## config.mk

```make
export PLATFORM = sky130hd
export DESIGN_NAME = hazard_unit
export DESIGN_NICKNAME = d
export VERILOG_FILES = /design/src/rtl/hazard_pkg.sv /design/src/rtl/bypass_select.sv /design/src/rtl/load_use_detect.sv /design/src/rtl/hazard_unit.sv
export SDC_FILE = /design/constraint.sdc
export NUM_CORES = 1
export LEC_CHECK = 0
export BUFFER_PORTS_ARGS = -buffer_cell sky130_fd_sc_hd__buf_2
export CORE_AREA = 5 5 42 44
export DETAILED_ROUTE_END_ITERATION = 10
export DIE_AREA = 0 0 47 49
export PLACE_DENSITY = 0.73
export REMOVE_ABC_BUFFERS = 1
export SYNTH_ARGS = -nofsm -noshare
export SYNTH_HDL_FRONTEND = slang
export SYNTH_HIERARCHICAL = 1
export SYNTH_SLANG_ARGS = --single-unit
export TNS_END_PERCENT = 30
```

## constraint.sdc

```tcl
create_clock -name vclk -period 1.73
set_input_delay 0.346 -clock vclk [all_inputs]
set_output_delay 0.346 -clock vclk [all_outputs]
set_load 0.005 [all_outputs]
```

## src/rtl/hazard_pkg.sv

```systemverilog
package hazard_pkg;
    parameter int REG_W = 5;
    localparam int NUM_REGS = 1 << REG_W;

    typedef logic [REG_W-1:0] regnum_t;

    typedef enum logic [1:0] {
        BYP_REGFILE = 2'b00,
        BYP_WBACK   = 2'b01,
        BYP_MEMRES  = 2'b10
    } byp_sel_t;

    // A stage is a usable producer only if it writes a nonzero register.
    function automatic logic producer_hit(input regnum_t src,
                                          input regnum_t dst,
                                          input logic    wr);
        return wr && (dst != '0) && (dst == src);
    endfunction
endpackage

```

## src/rtl/bypass_select.sv

```systemverilog
module bypass_select
    import hazard_pkg::*;
(
    input  regnum_t  src,
    input  regnum_t  mem_rd,
    input  logic     mem_wr,
    input  regnum_t  wb_rd,
    input  logic     wb_wr,
    output byp_sel_t sel
);
    logic mem_hit;
    logic wb_hit;

    assign mem_hit = producer_hit(src, mem_rd, mem_wr);
    assign wb_hit  = producer_hit(src, wb_rd, wb_wr);

    always_comb begin
        if (mem_hit)
            sel = BYP_MEMRES;
        else if (wb_hit)
            sel = BYP_WBACK;
        else
            sel = BYP_REGFILE;
    end

    always_comb begin
        AST_SEL_LEGAL: assert (sel != 2'b11);
        AST_ZERO_SRC_NO_BYPASS: assert (src != '0 || sel == BYP_REGFILE);
        AST_IDLE_STAGES_NO_BYPASS: assert (mem_wr || wb_wr || sel == BYP_REGFILE);
    end
endmodule

```

## src/rtl/load_use_detect.sv

```systemverilog
module load_use_detect
    import hazard_pkg::*;
(
    input  regnum_t id_rs,
    input  regnum_t id_rt,
    input  regnum_t ex_rt,
    input  logic    ex_mem_read,
    output logic    stall
);
    logic rs_dep;
    logic rt_dep;

    assign rs_dep = (ex_rt == id_rs);
    assign rt_dep = (ex_rt == id_rt);
    assign stall  = ex_mem_read && (rs_dep || rt_dep);

    always_comb begin
        AST_STALL_ONLY_ON_LOAD: assert (!stall || ex_mem_read);
    end
endmodule

```

## src/rtl/hazard_unit.sv

```systemverilog
module hazard_unit
    import hazard_pkg::*;
(
    input  logic [4:0] id_rs,
    input  logic [4:0] id_rt,
    input  logic [4:0] ex_rs,
    input  logic [4:0] ex_rt,
    input  logic       ex_mem_read,
    input  logic [4:0] mem_rd,
    input  logic       mem_reg_write,
    input  logic [4:0] wb_rd,
    input  logic       wb_reg_write,
    output logic [1:0] fwd_a,
    output logic [1:0] fwd_b,
    output logic       pc_hold,
    output logic       ifid_hold,
    output logic       ctrl_bubble
);
    localparam int NUM_OPS = 2;

    regnum_t  op_src [NUM_OPS];
    byp_sel_t op_sel [NUM_OPS];
    logic     stall;

    assign op_src[0] = ex_rs;
    assign op_src[1] = ex_rt;

    for (genvar g = 0; g < NUM_OPS; g++) begin : g_op
        bypass_select u_sel (
            .src    (op_src[g]),
            .mem_rd (mem_rd),
            .mem_wr (mem_reg_write),
            .wb_rd  (wb_rd),
            .wb_wr  (wb_reg_write),
            .sel    (op_sel[g])
        );
    end

    load_use_detect u_lud (
        .id_rs       (id_rs),
        .id_rt       (id_rt),
        .ex_rt       (ex_rt),
        .ex_mem_read (ex_mem_read),
        .stall       (stall)
    );

    assign fwd_a       = op_sel[0];
    assign fwd_b       = op_sel[1];
    assign pc_hold     = stall;
    assign ifid_hold   = stall;
    assign ctrl_bubble = stall;

    always_comb begin
        AST_STALL_OUTPUTS_AGREE: assert (pc_hold == ifid_hold && ifid_hold == ctrl_bubble);
        AST_SAME_SRC_SAME_SEL: assert (ex_rs != ex_rt || fwd_a == fwd_b);
    end
endmodule

```

==> results.md, run 1 <==
- Setup slack at placement: between 60 and 70 ps
- Gr usage total: 0.113
- Worst Path Required: between 1000 and 1500 ps
- Most common cell after layout, fill and taps aside: buf_2
- Die W: ~47 µm
- Max-Cap Viols: 0
- Final Critical Period: ~1700 ps
- Syn avg cell area: between 7 and 8 µm²
- Synth cell types: 14
- Total gr overflow: 0
- Least-Margin Pin Slew: around 300 ps
- Yosys warning count: 6
- Initial DRC count: 3
- Antenna Violating Nets Remaining: 0
- VDD IR max: 0.0884 mV
- Worst hold slack: between 1000 and 1500 ps
- Sequential fraction of the synthesis area: 0
- Crit path DAT: roughly 1300 ps
- Setup crit end kind: output port
- Max FO, Critical Path: 4
- Setup-failing EPs final: 0
- Ant diodes: 0
- Final non-filler cell total: ~110
- Postcts setup bufs: 0
- Area grow syn2layout: 42.6%
- Register area: 0 µm²
- Number of global-route vias before repair: between 500 and 600
- Global-route wire length before repair: ~2100 µm
- Status: complete, no violations
- Max Slew Vio Count: 0
- Nets@finish: between 100 and 150
- Leak Pwr: approximately 0.28 nW
- Slew margin rel.: 0.795
- Core area: between 1000 and 1500 µm²
- Vias/cell: around 5.0
- Length of the first detailed-routing pass in iterations: 2
- Critical path class: input port to output port
- Final worst slack: approximately 75 ps
- Hold Path Cell Cnt: 4
- Hold crit path type: input port to output port
- Pwr per Cell Area: roughly 240 nW/µm²
- Largest net degree at the start of global routing: 7
- Fillers: 146
- Number of sequential cells: 0
- RSZ-0062 raised after global routing: false
- Port Buf Inserts: 40
- Synth Cell Area: between 400 and 500 µm²
- DRC violations left: 0
- Setup TNS: 0 ps
- WL/cell: roughly 12 µm
- IO Count: 40
- Commonest cells after routing, fill and taps aside: buf_2, xnor2_1, nand2_1, xor2_1
- Crit path launch type: input port
- Post_cts resized: 0
- Placed Area: between 600 and 700 µm²
- Layout cells sized above 1: 0.484
- Die height: between 40 and 50 µm
- Multi-input logic area: 417 µm²
- Initial Util: 0.319
- Final Hold Viols: 0
- Gpl congestion: a little over 0.8
- Design Area, Final: 637 µm²
- Placed insts: 111
- Initial antenna violation count: 0
- Hold buffer count at cts: 0
- Via Count: around 560
- Die area: 2300 µm²
- Fin util: 0.454
- Achievable Freq: between 0.6 and 0.7 GHz
- Wirelength, routed: between 1000 and 1500 µm
- Fin crit share: 0.957
- Std-Cell Rows: 14
- Total Power Consumption: roughly 0.15 mW
- Clkbuf count: 0
- Final HPWL DP: ~1200 µm
- Mapped Cells: between 50 and 60
worst paths after layout:
path / to / from / slack, ps
setup / recovery: fwd_b[0] / mem_rd[0] / 70
hold / removal: fwd_a[1] / mem_reg_write / 1040
final cells by class:
class                           count  share of cell area
Multi-Input combinational cell     55               0.654
Tap cell                           16              0.0314
Timing Repair Buffer               40               0.314
cell families (layout without fill, tap and decap cells):
family / Yosys count / in the layout / synth area share
buf+inv: 4 / 40 / 0.0672
compound gates: 7 / 7 / 0.165
simple gates: 22 / 22 / 0.258
xor+xnor: 26 / 26 / 0.510
critical path, cell delays in order:
cell and delay [ps]:
buf_2 130, o41ai_2 390, a211oi_2 140, nor3_2 170, buf_2 130
synthesized netlist by cell type, drive strengths merged:
cell	instances	area share
nor2	2	0.017
nor3	6	0.090
nand4	2	0.028
nand2	6	0.050
nand3	4	0.045
a211oi	2	0.056
a21oi	2	0.022
o22ai	1	0.014
o41ai	2	0.073
nor4	2	0.028
xnor2	20	0.39
buf	4	0.067
xor2	6	0.12
routing by layer:
layer	global-route usage	wire length, µm	up-vias
met3	0.0111	197	0
met1	0.128	516	248
met4	0	0	0
met5	0	0	-
li1	-	-	279
met2	0.224	667	28
power by group:
| part | total (mW) | internal [mW] | switching [mW] |
|---|---|---|---|
| Clock | 0 | 0 | 0 |
| Sequential | 0 | 0 | 0 |
| Combinational | 0.150 | 0.0770 | 0.0728 |
| Total | 0.150 | 0.0770 | 0.0728 |
Power figures use the tool's default switching activity.
==> inputs of run 2 (changes only) <==
--- a/config.mk
+++ b/config.mk
@@ -9,7 +9,7 @@
 export CORE_AREA = 5 5 42 44
 export DETAILED_ROUTE_END_ITERATION = 10
 export DIE_AREA = 0 0 47 49
-export PLACE_DENSITY = 0.73
+export PLACE_DENSITY = 0.71
 export REMOVE_ABC_BUFFERS = 1
 export SYNTH_ARGS = -nofsm -noshare
 export SYNTH_HDL_FRONTEND = slang
==> results.md, run 2 (synthesis gave the netlist of run 1 again) <==
- Internal Power: 0.0771 mW (about the same)
- Fillers: 157 (+7.5%)
- Die area: 2300 µm² (unchanged)
- Hold buffer count at cts: 0 (unchanged)
- Slew margin rel.: 0.802 (+0.00710)
- Hold crit path type: input port to output port
- Fin crit share: 0.954 (-0.00239)
- Initial Util: 0.319 (unchanged)
- Gr usage total: 0.111 (-0.00211)
- Number of sequential cells: 0 (unchanged)
- Initial antenna violation count: 0 (unchanged)
- Layout cells sized above 1: 0.484 (unchanged)
- Max Slew Vio Count: 0 (unchanged)
- Fin util: 0.454 (unchanged)
- WL/cell: 12.2 µm (-2.4%)
- Setup crit end kind: output port
- Setup-failing EPs final: 0 (unchanged)
- Leak Pwr: 0.279 nW (unchanged)
- Clock network fraction of total power: 0 (unchanged)
- Final worst slack: 79.0 ps (+4.13 ps)
- Crit path launch type: input port
- Worst hold slack: 1040 ps (-0.320 ps)
- Commonest cells after routing, fill and taps aside: buf_2, xnor2_1, nand2_1, xor2_1
- Length of the first detailed-routing pass in iterations: 4 (+2)
- Design Area, Final: 637 µm² (unchanged)
- Combinational share of power: 1.000 (about the same)
- Register area: 0 µm² (unchanged)
- Status: complete, no violations
- Area grow syn2layout: 42.6% (unchanged)
- Pwr per Cell Area: 235 nW/µm² (about the same)
- DRC violations left: 0 (unchanged)
- Placed Area: 637 µm² (unchanged)
- Final HPWL DP: 1220 µm (-1.5%)
- Achievable Freq: 0.606 GHz (+0.25%)
- Largest net degree at the start of global routing: 7 (unchanged)
- Final Critical Period: 1650 ps (-4.13 ps)
- Crit path DAT: 1300 ps (about the same)
- Setup TNS: 0 ps (unchanged)
- RSZ-0062 raised after global routing: false
- Core area: 1400 µm² (unchanged)
- Antenna Violating Nets Remaining: 0 (unchanged)
- Clkbuf count: 0 (unchanged)
- Setup slack at placement: 68.7 ps (-0.809 ps)
- Wirelength, routed: 1350 µm (-2.4%)
- Max FO, Critical Path: 4 (unchanged)
- Max-Cap Viols: 0 (unchanged)
- Total gr overflow: 0 (unchanged)
- Number of global-route vias before repair: 506 (-2.3%)
- Net Sw Power: 0.0727 mW (about the same)
- Die height: 49 µm (unchanged)
- Port Buf Inserts: 40 (unchanged)
- Least-Margin Pin Slew: 294 ps (-10.5 ps)
- IO Count: 40 (unchanged)
- Worst Path Required: 1380 ps (about the same)
- Net Sw Frac: 0.485 (about the same)
- Gpl congestion: 0.756 (-7.5%)
- VDD IR max: 0.0801 mV (-9.4%)
- Ant diodes: 0 (unchanged)
- Via Count: 539 (-2.9%)
- Reg power frac: 0 (unchanged)
- Postcts setup bufs: 0 (unchanged)
- Vias/cell: 4.86 (-2.9%)
- Post_cts resized: 0 (unchanged)
- Multi-input logic area: 417 µm² (unchanged)
- Std-Cell Rows: 14 (unchanged)
- Initial DRC count: 2 (-1)
- Final Hold Viols: 0 (unchanged)
- Die W: 47 µm (unchanged)
- Nets@finish: 130 (unchanged)
- Most common cell after layout, fill and taps aside: buf_2
- Global-route wire length before repair: 2020 µm (-2.0%)
- Critical path class: input port to output port
## run 2: cell counts in the layout (fill, tap and decap cells not counted)
No cell type changed its count.
## run 2: layout make-up
type | count | area share
multi-input cells | 55 | 0.654
well taps | 16 | 0.0314
repair buffers | 40 | 0.314
## run 2: power by group through the flow
stage | Clock, mW | Combinational [mW] | Sequential (mW)
CTS | 0 | 0.152 | 0
detailed placement | 0 | 0.151 | 0
finish | 0 | 0.150 | 0
global route | 0 | 0.166 | 0
floorplan | 0 | 0.0739 | 0
global placement | 0 | 0.147 | 0
## run 2: metrics by stage
step,std cells,power [mW]
final,111,0.150
after global routing,111,0.166
after CTS,111,0.152
after detailed placement,111,0.151
after global placement,111,0.147
after floorplan,55,0.0739
## run 2: final timing paths
check	startpoint	cells after the start	endpoint	slack (ps)
hold / removal	mem_reg_write	4	fwd_b[1]	1040
setup / recovery	mem_rd[0]	5	fwd_b[0]	80
## run 2: layer usage
layer | track usage | vias to the layer above | part of all wire
li1 | - | 277 | -
met1 | 0.150 | 233 | 0.40
met2 | 0.199 | 29 | 0.46
met3 | 0.00369 | 0 | 0.13
met4 | 0 | 0 | 0
met5 | 0 | - | 0
## run 2: worst max-delay path, cell delays in order
cell and delay (ps):
buf_2 140, o41ai_2 380, a211oi_2 140, nor3_2 170, buf_2 130
==> inputs of run 3 (changes only) <==
--- a/config.mk
+++ b/config.mk
@@ -6,11 +6,12 @@
 export NUM_CORES = 1
 export LEC_CHECK = 0
 export BUFFER_PORTS_ARGS = -buffer_cell sky130_fd_sc_hd__buf_2
-export CORE_AREA = 5 5 42 44
+export CORE_AREA = 2 2 39 41
 export DETAILED_ROUTE_END_ITERATION = 10
-export DIE_AREA = 0 0 47 49
+export DIE_AREA = 0 0 41 43
 export PLACE_DENSITY = 0.71
 export REMOVE_ABC_BUFFERS = 1
+export SKIP_LAST_GASP = 1
 export SYNTH_ARGS = -nofsm -noshare
 export SYNTH_HDL_FRONTEND = slang
 export SYNTH_HIERARCHICAL = 1
==> constraint.sdc (replaced) <==
create_clock -name vclk -period 1.73
set_input_delay 0.346 -clock vclk [all_inputs]
set_output_delay 0.346 -clock vclk [all_outputs]
set_load 0.01 [all_outputs]
==> results.md, run 3 (synthesis gave the netlist of run 1 again) <==
- Status: complete, no violations
- Length of the first detailed-routing pass in iterations: 2 (-2)
- Initial Util: 0.323 (+0.00403)
- Area grow syn2layout: 45.1%
- Nets@finish: 130 (unchanged)
- Ant diodes: 0 (unchanged)
- Leak Pwr: 0.282 nW (+1.1%)
- Setup-failing EPs final: 0 (unchanged)
- Total gr overflow: 0 (unchanged)
- Critical path class: input port to output port
- Initial DRC count: 1 (-1)
- Gpl congestion: 0.747 (-1.2%)
- Antenna Violating Nets Remaining: 0 (unchanged)
- Hold crit path type: input port to output port
- Crit path launch type: input port
- Die height: 43 µm (-12%)
- Die area: 1760 µm² (-23%)
- Global-route wire length before repair: 1950 µm (-3.8%)
- Worst hold slack: 1040 ps (+0.560 ps)
- Register area: 0 µm² (unchanged)
- Final Critical Period: 1640 ps (-15.4 ps)
- Initial antenna violation count: 0 (unchanged)
- Clkbuf count: 0 (unchanged)
- Setup crit end kind: output port
- Fin util: 0.468 (+0.0139)
- Hold buffer count at cts: 0 (unchanged)
- Fillers: 147 (-6.4%)
- Number of sequential cells: 0 (unchanged)
- VDD IR max: 0.0878 mV (+9.7%)
- Largest net degree at the start of global routing: 7 (unchanged)
- DRC violations left: 0 (unchanged)
- Wirelength, routed: 1270 µm (-5.9%)
- Achievable Freq: 0.611 GHz (+0.94%)
- Via Count: 545 (+1.1%)
- Max FO, Critical Path: 4 (unchanged)
- Max-Cap Viols: 0 (unchanged)
- Fin crit share: 0.945 (-0.00892)
- IO Count: 40 (unchanged)
- Vias/cell: 4.91 (+1.1%)
- Least-Margin Pin Slew: 260 ps (-34.2 ps)
- Max Slew Vio Count: 0 (unchanged)
- Number of global-route vias before repair: 503 (-0.59%)
- Most common cell after layout, fill and taps aside: buf_2
- Multi-input logic area: 428 µm² (+2.7%)
- Pwr per Cell Area: 239 nW/µm² (+1.7%)
- Slew margin rel.: 0.825 (+0.0231)
- Layout cells sized above 1: 0.484 (unchanged)
- Final Hold Viols: 0 (unchanged)
- WL/cell: 11.4 µm (-5.9%)
- RSZ-0062 raised after global routing: true
- Port Buf Inserts: 40 (unchanged)
- Core area: 1380 µm² (-1.2%)
- Worst Path Required: 1380 ps (about the same)
- Final HPWL DP: 1110 µm (-8.6%)
- Commonest cells after routing, fill and taps aside: buf_2, xnor2_1, nand2_1, xor2_1
- Postcts setup bufs: 0 (unchanged)
- Gr usage total: 0.150 (+0.0390)
- Die W: 41 µm (-13%)
- Std-Cell Rows: 14 (unchanged)
- Crit path DAT: 1290 ps (about the same)
==> run 3: changes by cell type in the layout (fill, tap and decap cells not counted) <==
cell	change
o41ai_2	-1
o41ai_4	+1
==> run 3: critical path, cell delays in order <==
cell      delay (ps)
buf_2            140
o41ai_2          360
a211oi_2         130
nor3_2           170
buf_2            140
==> run 3: final timing paths <==
check	cells past startpoint	start	end	slack [ps]
max	5	mem_rd[0]	fwd_a[0]	90
min	4	mem_reg_write	fwd_b[1]	1040
==> run 3: repair_timing <==
item / 4_1_cts / 5_1_grt
endpoints found under the setup margin: 0 / 1
endpoints found under the hold margin: 0 / 0
resized for setup: 0 / 1
==> run 3: layout make-up <==
| class | instances | share of cell area |
|---|---|---|
| multi-input combinational | 55 | 0.660 |
| tap | 16 | 0.0309 |
| timing repair buffer | 40 | 0.309 |
==> run 3: power by group <==
part | switching (mW) | internal [mW] | leakage (nW)
Clock | 0 | 0 | 0
Sequential | 0 | 0 | 0
Combinational | 0.0768 | 0.0782 | 0.282
==> run 3: per-stage QoR <==
| step | cells | setup TNS, ps | power (mW) | area [µm²] | setup WS, ps |
|---|---|---|---|---|---|
| floorplan | 55 | 0 | 0.0754 | 417 | 288 |
| detailed placement | 111 | 0 | 0.153 | 637 | 80.8 |
| global route | 111 | -3.12 | 0.172 | 648 | -3.12 |
| global placement | 111 | 0 | 0.149 | 637 | 101 |
| CTS | 111 | 0 | 0.154 | 637 | 74.9 |
| finish | 111 | 0 | 0.155 | 648 | 94.4 |
==> run 3: routing by layer <==
layer  share of wire  global-route usage  up-vias
met5               0                   0        -
met4               0                   0        0
met3            0.11             0.00524        0
met2            0.48               0.300       29
met1            0.41               0.168      236
li1                -                   -      280
